$ cat src/rtl/adc_dev_pkg.sv
`timescale 1ns/1ps
package adc_dev_pkg;
  localparam int FRAME_W = 16;
  localparam int DATA_W  = 12;
  localparam int PIN_N   = 4;
  localparam int CNT_W   = $clog2(FRAME_W + 2);

  localparam logic [3:0] OP_MANUAL = 4'b0001;
  localparam logic [3:0] OP_PINCFG = 4'b0100;

  typedef struct packed {
    logic loadTx;
    logic shiftIn;
    logic shiftOut;
    logic commit;
  } frame_strobe_t;
endpackage

$ cat src/rtl/adc_dev_datapath.sv
`timescale 1ns/1ps
module adc_dev_datapath
  import adc_dev_pkg::*;
#(
  parameter int NUM_CH   = 16,
  parameter int SAMPLE_W = 12
) (
  input  logic                         clk,
  input  logic                         rstN,
  input  frame_strobe_t                strobe,
  input  logic                         mosi,
  input  logic [PIN_N-1:0]             gpioIn,
  input  logic [NUM_CH*SAMPLE_W-1:0]   sampleBus,
  output logic                         txMsb,
  output logic [PIN_N-1:0]             gpioOut,
  output logic [PIN_N-1:0]             gpioOe,
  output logic                         powerDown,
  output logic                         rangeHigh
);
  localparam int IDX_W = (NUM_CH > 1) ? $clog2(NUM_CH) : 1;

  logic [FRAME_W-1:0] rxShift, txShift, txWord, stageWord, newWord;
  logic [6:0]         settings, nextSettings;
  logic [PIN_N-1:0]   dirReg, nextDir, pinLevel;
  logic [3:0]         curChan, nextChan;
  logic [3:0]         opcode;
  logic               isManual, isPinCfg;
  logic [SAMPLE_W-1:0] chanArr [NUM_CH];
  logic [SAMPLE_W-1:0] rawSample;
  logic [DATA_W-1:0]   alignedSample;

  for (genvar ch = 0; ch < NUM_CH; ch++) begin : g_unpack
    assign chanArr[ch] = sampleBus[ch*SAMPLE_W +: SAMPLE_W];
  end

  if (NUM_CH < 16) begin : g_partial
    assign rawSample = (nextChan < 4'(NUM_CH)) ? chanArr[nextChan[IDX_W-1:0]] : '0;
  end else begin : g_full
    assign rawSample = chanArr[nextChan[IDX_W-1:0]];
  end

  if (SAMPLE_W < DATA_W) begin : g_pad
    assign alignedSample = {rawSample, {(DATA_W-SAMPLE_W){1'b0}}};
  end else begin : g_exact
    assign alignedSample = rawSample;
  end

  assign opcode   = rxShift[15:12];
  assign isManual = (opcode == OP_MANUAL);
  assign isPinCfg = (opcode == OP_PINCFG);

  always_comb begin
    nextSettings = settings;
    nextDir      = dirReg;
    nextChan     = curChan;
    if (isManual) begin
      nextChan = rxShift[10:7];
      if (rxShift[11]) nextSettings = rxShift[6:0];
    end else if (isPinCfg) begin
      if (rxShift[9]) begin
        nextSettings = '0;
        nextDir      = '0;
      end else begin
        nextDir = rxShift[3:0];
      end
    end
    pinLevel = (nextDir & nextSettings[3:0]) | (~nextDir & gpioIn);
    newWord  = nextSettings[4] ? {pinLevel, alignedSample} : {nextChan, alignedSample};
  end

  always_ff @(posedge clk) begin
    if (!rstN) begin
      rxShift   <= '0;
      txShift   <= '0;
      txWord    <= '0;
      stageWord <= '0;
      settings  <= '0;
      dirReg    <= '0;
      curChan   <= '0;
    end else begin
      if (strobe.shiftIn)
        rxShift <= {rxShift[FRAME_W-2:0], mosi};
      if (strobe.loadTx)
        txShift <= txWord;
      else if (strobe.shiftOut)
        txShift <= {txShift[FRAME_W-2:0], 1'b0};
      if (strobe.commit) begin
        txWord    <= stageWord;
        stageWord <= newWord;
        settings  <= nextSettings;
        dirReg    <= nextDir;
        curChan   <= nextChan;
      end
    end
  end

  assign txMsb     = txShift[FRAME_W-1];
  assign gpioOut   = settings[3:0];
  assign gpioOe    = dirReg;
  assign powerDown = settings[5];
  assign rangeHigh = settings[6];

  AST_SETTINGS_KEPT: assert property (@(posedge clk) disable iff (!rstN)
    (strobe.commit && rxShift[15:12] == OP_MANUAL && !rxShift[11]) |=> $stable(settings));
  AST_SETTINGS_WRITTEN: assert property (@(posedge clk) disable iff (!rstN)
    (strobe.commit && rxShift[15:12] == OP_MANUAL && rxShift[11]) |=> settings == $past(rxShift[6:0]));
  AST_DIR_LOADED: assert property (@(posedge clk) disable iff (!rstN)
    (strobe.commit && rxShift[15:12] == OP_PINCFG && !rxShift[9]) |=> gpioOe == $past(rxShift[3:0]));
  AST_REGS_CLEARED: assert property (@(posedge clk) disable iff (!rstN)
    (strobe.commit && rxShift[15:12] == OP_PINCFG && rxShift[9]) |=> (settings == '0 && gpioOe == '0));
  AST_IDLE_HOLD: assert property (@(posedge clk) disable iff (!rstN)
    !strobe.commit |=> ($stable(txWord) && $stable(stageWord) && $stable(settings)));
  AST_OTHER_OP: assert property (@(posedge clk) disable iff (!rstN)
    (strobe.commit && !isManual && !isPinCfg) |=> ($stable(settings) && $stable(gpioOe)));
endmodule

$ cat config.mk
export PLATFORM = sky130hd
export DESIGN_NAME = adc_dev_datapath
export DESIGN_NICKNAME = d
export VERILOG_FILES = /design/src/rtl/adc_dev_pkg.sv /design/src/rtl/adc_dev_datapath.sv
export SDC_FILE = /design/constraint.sdc
export NUM_CORES = 1
export LEC_CHECK = 0
export BUFFER_PORTS_ARGS = -buffer_cell sky130_fd_sc_hd__buf_2
export CAP_MARGIN = 10
export CORE_MARGIN = 8
export CORE_UTILIZATION = 30
export CTS_CLUSTER_DIAMETER = 150
export DETAILED_ROUTE_END_ITERATION = 8
export GPL_TIMING_DRIVEN = 0
export HOLD_SLACK_MARGIN = 0.15
export SLEW_MARGIN = 20
export SYNTH_ARGS = -nofsm -noshare
export SYNTH_HDL_FRONTEND = slang
export SYNTH_SLANG_ARGS = --single-unit
$ cat constraint.sdc
create_clock -name clk -period 2.6 [get_ports clk]
set_input_delay 0.39 -clock clk [delete_from_list [all_inputs] [get_ports clk]]
set_output_delay 0.39 -clock clk [all_outputs]
set_load 0.02 [all_outputs]
==> results_dict.tcl, run 1 <==
set metrics [dict create \
    worst_slew_pin_slew_ns 0.8840 \
    crit_arrival_ns 2.68 \
    grt_max_degree 13 \
    io_buffers 211 \
    synth_cell_type_count 33 \
    synth-edff-count 0 \
    slew_viol_final 0 \
    postCtsHoldBufs 0 \
    ios 214 \
    synth_area_leaders "dfxtp_1 32%, mux2i_1 24%, mux4_2 11%" \
    wl_per_cell_um 17.52 \
    powerDensity_mw_per_mm2 463.8 \
    start_util_pct 30.25 \
    nFillCells 1644 \
    dr.first_iter.drc_count 199 \
    rr_worst_depth 8 \
    crit_path_top_delay_cell "mux4_2" \
    insertion_delay_ns 0.33 \
    vias_per_cell 4.797 \
    die_area_mm2 0.02078 \
    leakage_nw 3.269 \
    fin_tns_setup_ns 0 \
    drtAntennaViolNets 0 \
    dr.pass1.iters 5 \
    synth_nets 708 \
    crit_path_start_kind "flip-flop" \
    min_period_over_period_pct 95.10 \
    cp_slowest_stage_delay_ns 0.50 \
    fp.dieW_um 144.2 \
    grt_first_pass_wirelength_um 25830 \
    grt_setup_unrepaired "yes" \
    antennaDiodeCount 0 \
    finalWeightedCongestion 0.7727 \
    grt-busiest-layer "met2" \
    rows 47 \
    vias 4581 \
    hold_end "rxShift[0]" \
    cts_num_sinks 79 \
    cts-htree-levels 3 \
    whs_ns 0.3117 \
    worstHoldStart "mosi" \
    vdd_drop_max_mv 0.3104 \
    area.growth.synth_to_final_pct 35.32 \
    hpwl_um 14110 \
    maxCapViolations 0 \
    rrSetupSlack_ns 0.13 \
    async_flop_share_pct 0 \
    yosysMostFrequentCell "mux2i_1" \
    hp-class "in2reg" \
    die_y_um 144.2 \
    synth_largest_area_cell "dfxtp_1" \
    cts_tree "built" \
    cts_buffers 9 \
    syn_avg_cell_area_um2 9.757 \
    cp_max_fo 10 \
    path_cells "nor4b_2, buf_4, mux2i_2, buf_6, buf_12, mux4_2, a22oi_1, nand3_1" \
    core_area_mm2 0.01629 \
    fin_worst_skew_ns 0.007016 \
    grt_pass1_vias 4967 \
    nets 934 \
    cp.required_ns 2.81 \
    use_met1_pct 19.42 \
    r2r_start "rxShift[15]" \
    antenna_found_initial 0 \
    cts.clk_slew.worst_paths_ns 0.06 \
    synth_common_cells "117 x mux2i_1, 79 x dfxtp_1, 63 x nand2_1, 48 x nor2b_1, 29 x clkbuf_1" \
    synth_ff_type "dfxtp_1" \
    grt_use_met3_pct 4.325 \
    crit_path_end_kind "flip-flop" \
    clock.fmax_ghz 0.4044 \
    min_period_ns 2.473 \
    route.detailed.drc 0 \
    hold_path_depth 3 \
    synth_top_cell_area_share_pct 32.10 \
    use_met2_pct 26.87 \
    synth_warnings 0 \
    maxSlewHeadroom_pct 40.24 \
    synth_cells 505 \
    synth_seq_cells 79 \
    grt_overflow 0 \
    drive_gt1_share_pct 38.78 \
    setup_viol 0 \
    grtUsageTotal_pct 16.13 \
    r2r-end "stageWord[10]" \
    drt-total-wl_um 16730 \
    cts-root-buf "clkbuf_16" \
    outcome "finished, final reports clean" \
    hold_violations 0 \
    clockBufferDepth 2 \
    yosysSeqAreaShare_pct 32.10 \
    critPathKind "reg2reg" \
    synth_area_mm2 0.004927 \
]
==> critical path, delay by kind of cell (launching register included) <==
family / cells / cell delay (ns)
multiplexers: 2 / 0.77
buffers and inverters: 3 / 0.55
AND/OR/NAND/NOR: 2 / 0.37
AO/OA/AOI/OAI: 1 / 0.34
flip-flops: 1 / 0.33
==> worst max path at each step <==
stage / cells after the start / start / endpoint / slack, ns
after floorplan: 8 / rxShift[15] / stageWord[10] / 0.43
after CTS: 10 / rxShift[15] / stageWord[11] / 0.03
final: 8 / rxShift[15] / stageWord[10] / 0.13
after global routing: 8 / rxShift[15] / stageWord[11] / -0.01
after detailed placement: 7 / rxShift[15] / stageWord[8] / -0.14
after global placement: 10 / rxShift[15] / stageWord[11] / -0.11
==> repair_timing <==
action,CTS,global route
buffers inserted,3,1
gates resized for setup,7,10
pin swaps,0,0
setup endpoints to repair,9,10
==> cells in the final DEF, fill, tap and decap left out, types with 5 or more instances in the layout <==
cell type,netlist,routed
a21oi_1,6,6
nor2_1,7,7
mux2i_1,117,116
mux4_2,24,24
mux2_2,5,5
buf_2,3,212
buf_4,10,11
o21ai_0,22,22
o2111ai_1,12,12
dfxtp_1,79,79
buf_6,2,5
nand3_1,17,17
and2_1,16,16
clkbuf_16,0,9
clkbuf_1,29,25
a21boi_0,6,6
a22oi_1,19,16
nor2b_1,48,48
nand2_1,63,63
==> flip-flops by register name (all words and copies together), names as in the netlist <==
register   flops
txWord        16
txShift       16
curChan        4
gpioOe         4
settings       7
stageWord     16
rxShift       16
==> per-layer routing <==
| metal | share of wire [%] | routed length, um | up-vias |
|---|---|---|---|
| li1 | - | - | 2288 |
| met1 | 43 | 7137 | 2120 |
| met2 | 49 | 8236 | 152 |
| met3 | 5.6 | 930 | 21 |
| met4 | 2.6 | 429 | 0 |
| met5 | 0 | 0 | - |
==> power by group <==
group | switching (mW) | internal (mW)
clock network | 0.478 | 0.912
logic | 0.188 | 0.244
registers | 0.0217 | 1.25
total | 0.687 | 2.40
==> area by class of cell <==
type	instances	area (um^2)	area share, %
Multi-Input combinational cell	379	3115	46.73
Sequential cell	79	1582	23.72
Clock inverter	3	65.06	0.9758
Buffer	47	277.8	4.166
Clock buffer	12	266.5	3.997
Tap cell	220	275.3	4.128
Timing Repair Buffer	215	1086	16.29
==> through the flow <==
stage               instance area, um^2  utilization (%)  power [mW]  cells  setup slack [ns]
finish                             6668            40.93       3.092    955            0.1273
global placement                   6259            38.42       1.726    936           -0.1129
detailed placement                 6259            38.42       1.731    936           -0.1357
floorplan                          4927                -       1.516    505            0.4257
global route                       6668            40.93       3.209    955          -0.01161
CTS                                6633            40.72       3.108    954           0.03083
==> kinds of logic (layout without fill, tap and decap cells) <==
group | count (synthesis) | after routing | synth area share [%]
and+or+nand+nor | 159 | 159 | 16.53
muxes | 146 | 146 | 35.88
DFF | 79 | 79 | 32.10
AOI/OAI and AO/OA | 74 | 74 | 10.44
buffers and inverters | 47 | 277 | 5.053
Note: power is estimated with default switching activity, not from simulation.
==> inputs of run 2 (changes only) <==
--- a/config.mk
+++ b/config.mk
@@ -5,7 +5,7 @@
 export SDC_FILE = /design/constraint.sdc
 export NUM_CORES = 1
 export LEC_CHECK = 0
-export BUFFER_PORTS_ARGS = -buffer_cell sky130_fd_sc_hd__buf_2
+export BUFFER_PORTS_ARGS = -buffer_cell sky130_fd_sc_hd__clkbuf_2
 export CAP_MARGIN = 10
 export CORE_MARGIN = 8
 export CORE_UTILIZATION = 30
==> results_dict.tcl, run 2 (synthesized netlist as in run 1, its figures left out) <==
set metrics [dict create \
    min_period_over_period_pct 95.61 \
    drive_gt1_share_pct 38.94 \
    worst_slew_pin_slew_ns 0.8702 \
    dr.first_iter.drc_count 146 \
    fp.dieW_um 144.2 \
    grt_pass1_vias 4808 \
    use_met1_pct 19.32 \
    hold_violations 0 \
    cp_max_fo 10 \
    outcome "finished, final reports clean" \
    crit_path_start_kind "flip-flop" \
    vias_per_cell 4.745 \
    final_common_cell "clkbuf_2" \
    maxSlewHeadroom_pct 41.17 \
    seqPwrFrac_pct 41.5 \
    antenna_found_initial 0 \
    grt_setup_unrepaired "no" \
    grt_max_degree 13 \
    critPathKind "reg2reg" \
    dp_cells 936 \
    clockBufferDepth 2 \
    core_area_mm2 0.01629 \
    use_met2_pct 26.95 \
    grt_use_met3_pct 3.929 \
    drtAntennaViolNets 0 \
    crit_path_end_kind "flip-flop" \
    cts-htree-levels 3 \
    whs_ns 0.3159 \
    hp-class "in2reg" \
    vdd_drop_max_mv 0.2972 \
    fin_worst_skew_ns 0.003888 \
    start_util_pct 30.25 \
    insertion_delay_ns 0.33 \
    nFillCells 1666 \
    clock.fmax_ghz 0.4023 \
    cts-root-buf "clkbuf_16" \
    cp.required_ns 2.81 \
    crit_arrival_ns 2.69 \
    comb_power_share_pct 14.2 \
    final_cell_mix "215 x clkbuf_2, 114 x mux2i_1, 79 x dfxtp_1" \
    internal_power_mw 2.387 \
    drt-total-wl_um 16740 \
    p_sw_uw 676.9 \
    min_period_ns 2.486 \
    cts_buffers 9 \
    preCtsSetupSlack_ns -0.1228 \
    leakage_nw 3.293 \
    grtUsageTotal_pct 15.84 \
    finalWeightedCongestion 0.7835 \
    cts_num_sinks 79 \
    slew_viol_final 0 \
    cts_tree "built" \
    swShare_pct 22.09 \
    maxCapViolations 0 \
    nets 935 \
    p_clk_share_pct 44.3 \
    seqCellArea_mm2 0.001582 \
    power.total_mw 3.064 \
    ios 214 \
    setup_ws_ns 0.1142 \
    setup_viol 0 \
    vias 4541 \
    multiInputGateArea_mm2 0.003123 \
    wl_per_cell_um 17.49 \
    layoutNonFillerInstCount 957 \
    dr.pass1.iters 4 \
    hpwl_um 14200 \
    io_buffers 211 \
    area.growth.synth_to_final_pct 35.50 \
    fin_tns_setup_ns 0 \
    route.detailed.drc 0 \
    grt_first_pass_wirelength_um 25450 \
    die_area_mm2 0.02078 \
    antennaDiodeCount 0 \
    grt-busiest-layer "met2" \
    powerDensity_mw_per_mm2 458.9 \
    grt_overflow 0 \
    rows 47 \
    cts.clk_slew.worst_paths_ns 0.06 \
    die_y_um 144.2 \
]
==> run 2: what timing repair did <==
action                     in CTS  in global routing
resized for setup               7                 12
hold buffers                    0                  0
gates cloned                    0                  0
buffers inserted                3                  2
setup endpoints to repair       9                 10
==> run 2: cell type report <==
type	instances	share of cell area, %
multi-input cells	379	46.78
flip-flops and latches	79	23.69
repair buffers	216	16.38
plain buffers	47	4.160
well taps	220	4.123
clock buffers	13	3.898
clock inverters	3	0.9745
==> run 2: routing by layer <==
layer	wire (um)	up-vias
met4	261	0
met3	893	14
met1	7236	2093
met2	8348	139
met5	0	-
li1	-	2295
==> run 2: power groups by stage <==
stage	logic, mW	clock network (mW)	registers, mW
after CTS	0.437	1.39	1.27
after global placement	0.430	0	1.30
final	0.436	1.36	1.27
after global routing	0.479	1.44	1.28
after floorplan	0.225	0	1.29
after detailed placement	0.435	0	1.30
==> run 2: metrics by stage <==
stage / cell area (um^2) / utilization [%]
after CTS: 6626 / 40.68
after global placement: 6259 / 38.42
after floorplan: 4927 / -
after global routing: 6676 / 40.99
final: 6676 / 40.99
after detailed placement: 6259 / 38.42
==> run 2: worst max-delay path, cell delays in order, from the launching register on <==
cell and delay, ns:
dfxtp_1 0.33, nor4b_2 0.26, buf_4 0.22, mux2i_2 0.28, buf_6 0.18, buf_4 0.25, buf_6 0.23, mux2i_1 0.23
nand2_1 0.09, o2111ai_1 0.17, nand3_1 0.10
==> run 2: path summary, 6_finish.rpt <==
check             cells past startpoint  slack [ns]    startpoint           end
hold reg to reg                       2        0.47  stageWord[5]  stageWord[5]
setup / recovery                     10        0.11   rxShift[15]  stageWord[3]
hold / removal                        3        0.32          mosi    rxShift[0]
setup reg to reg                     10        0.11   rxShift[15]  stageWord[3]
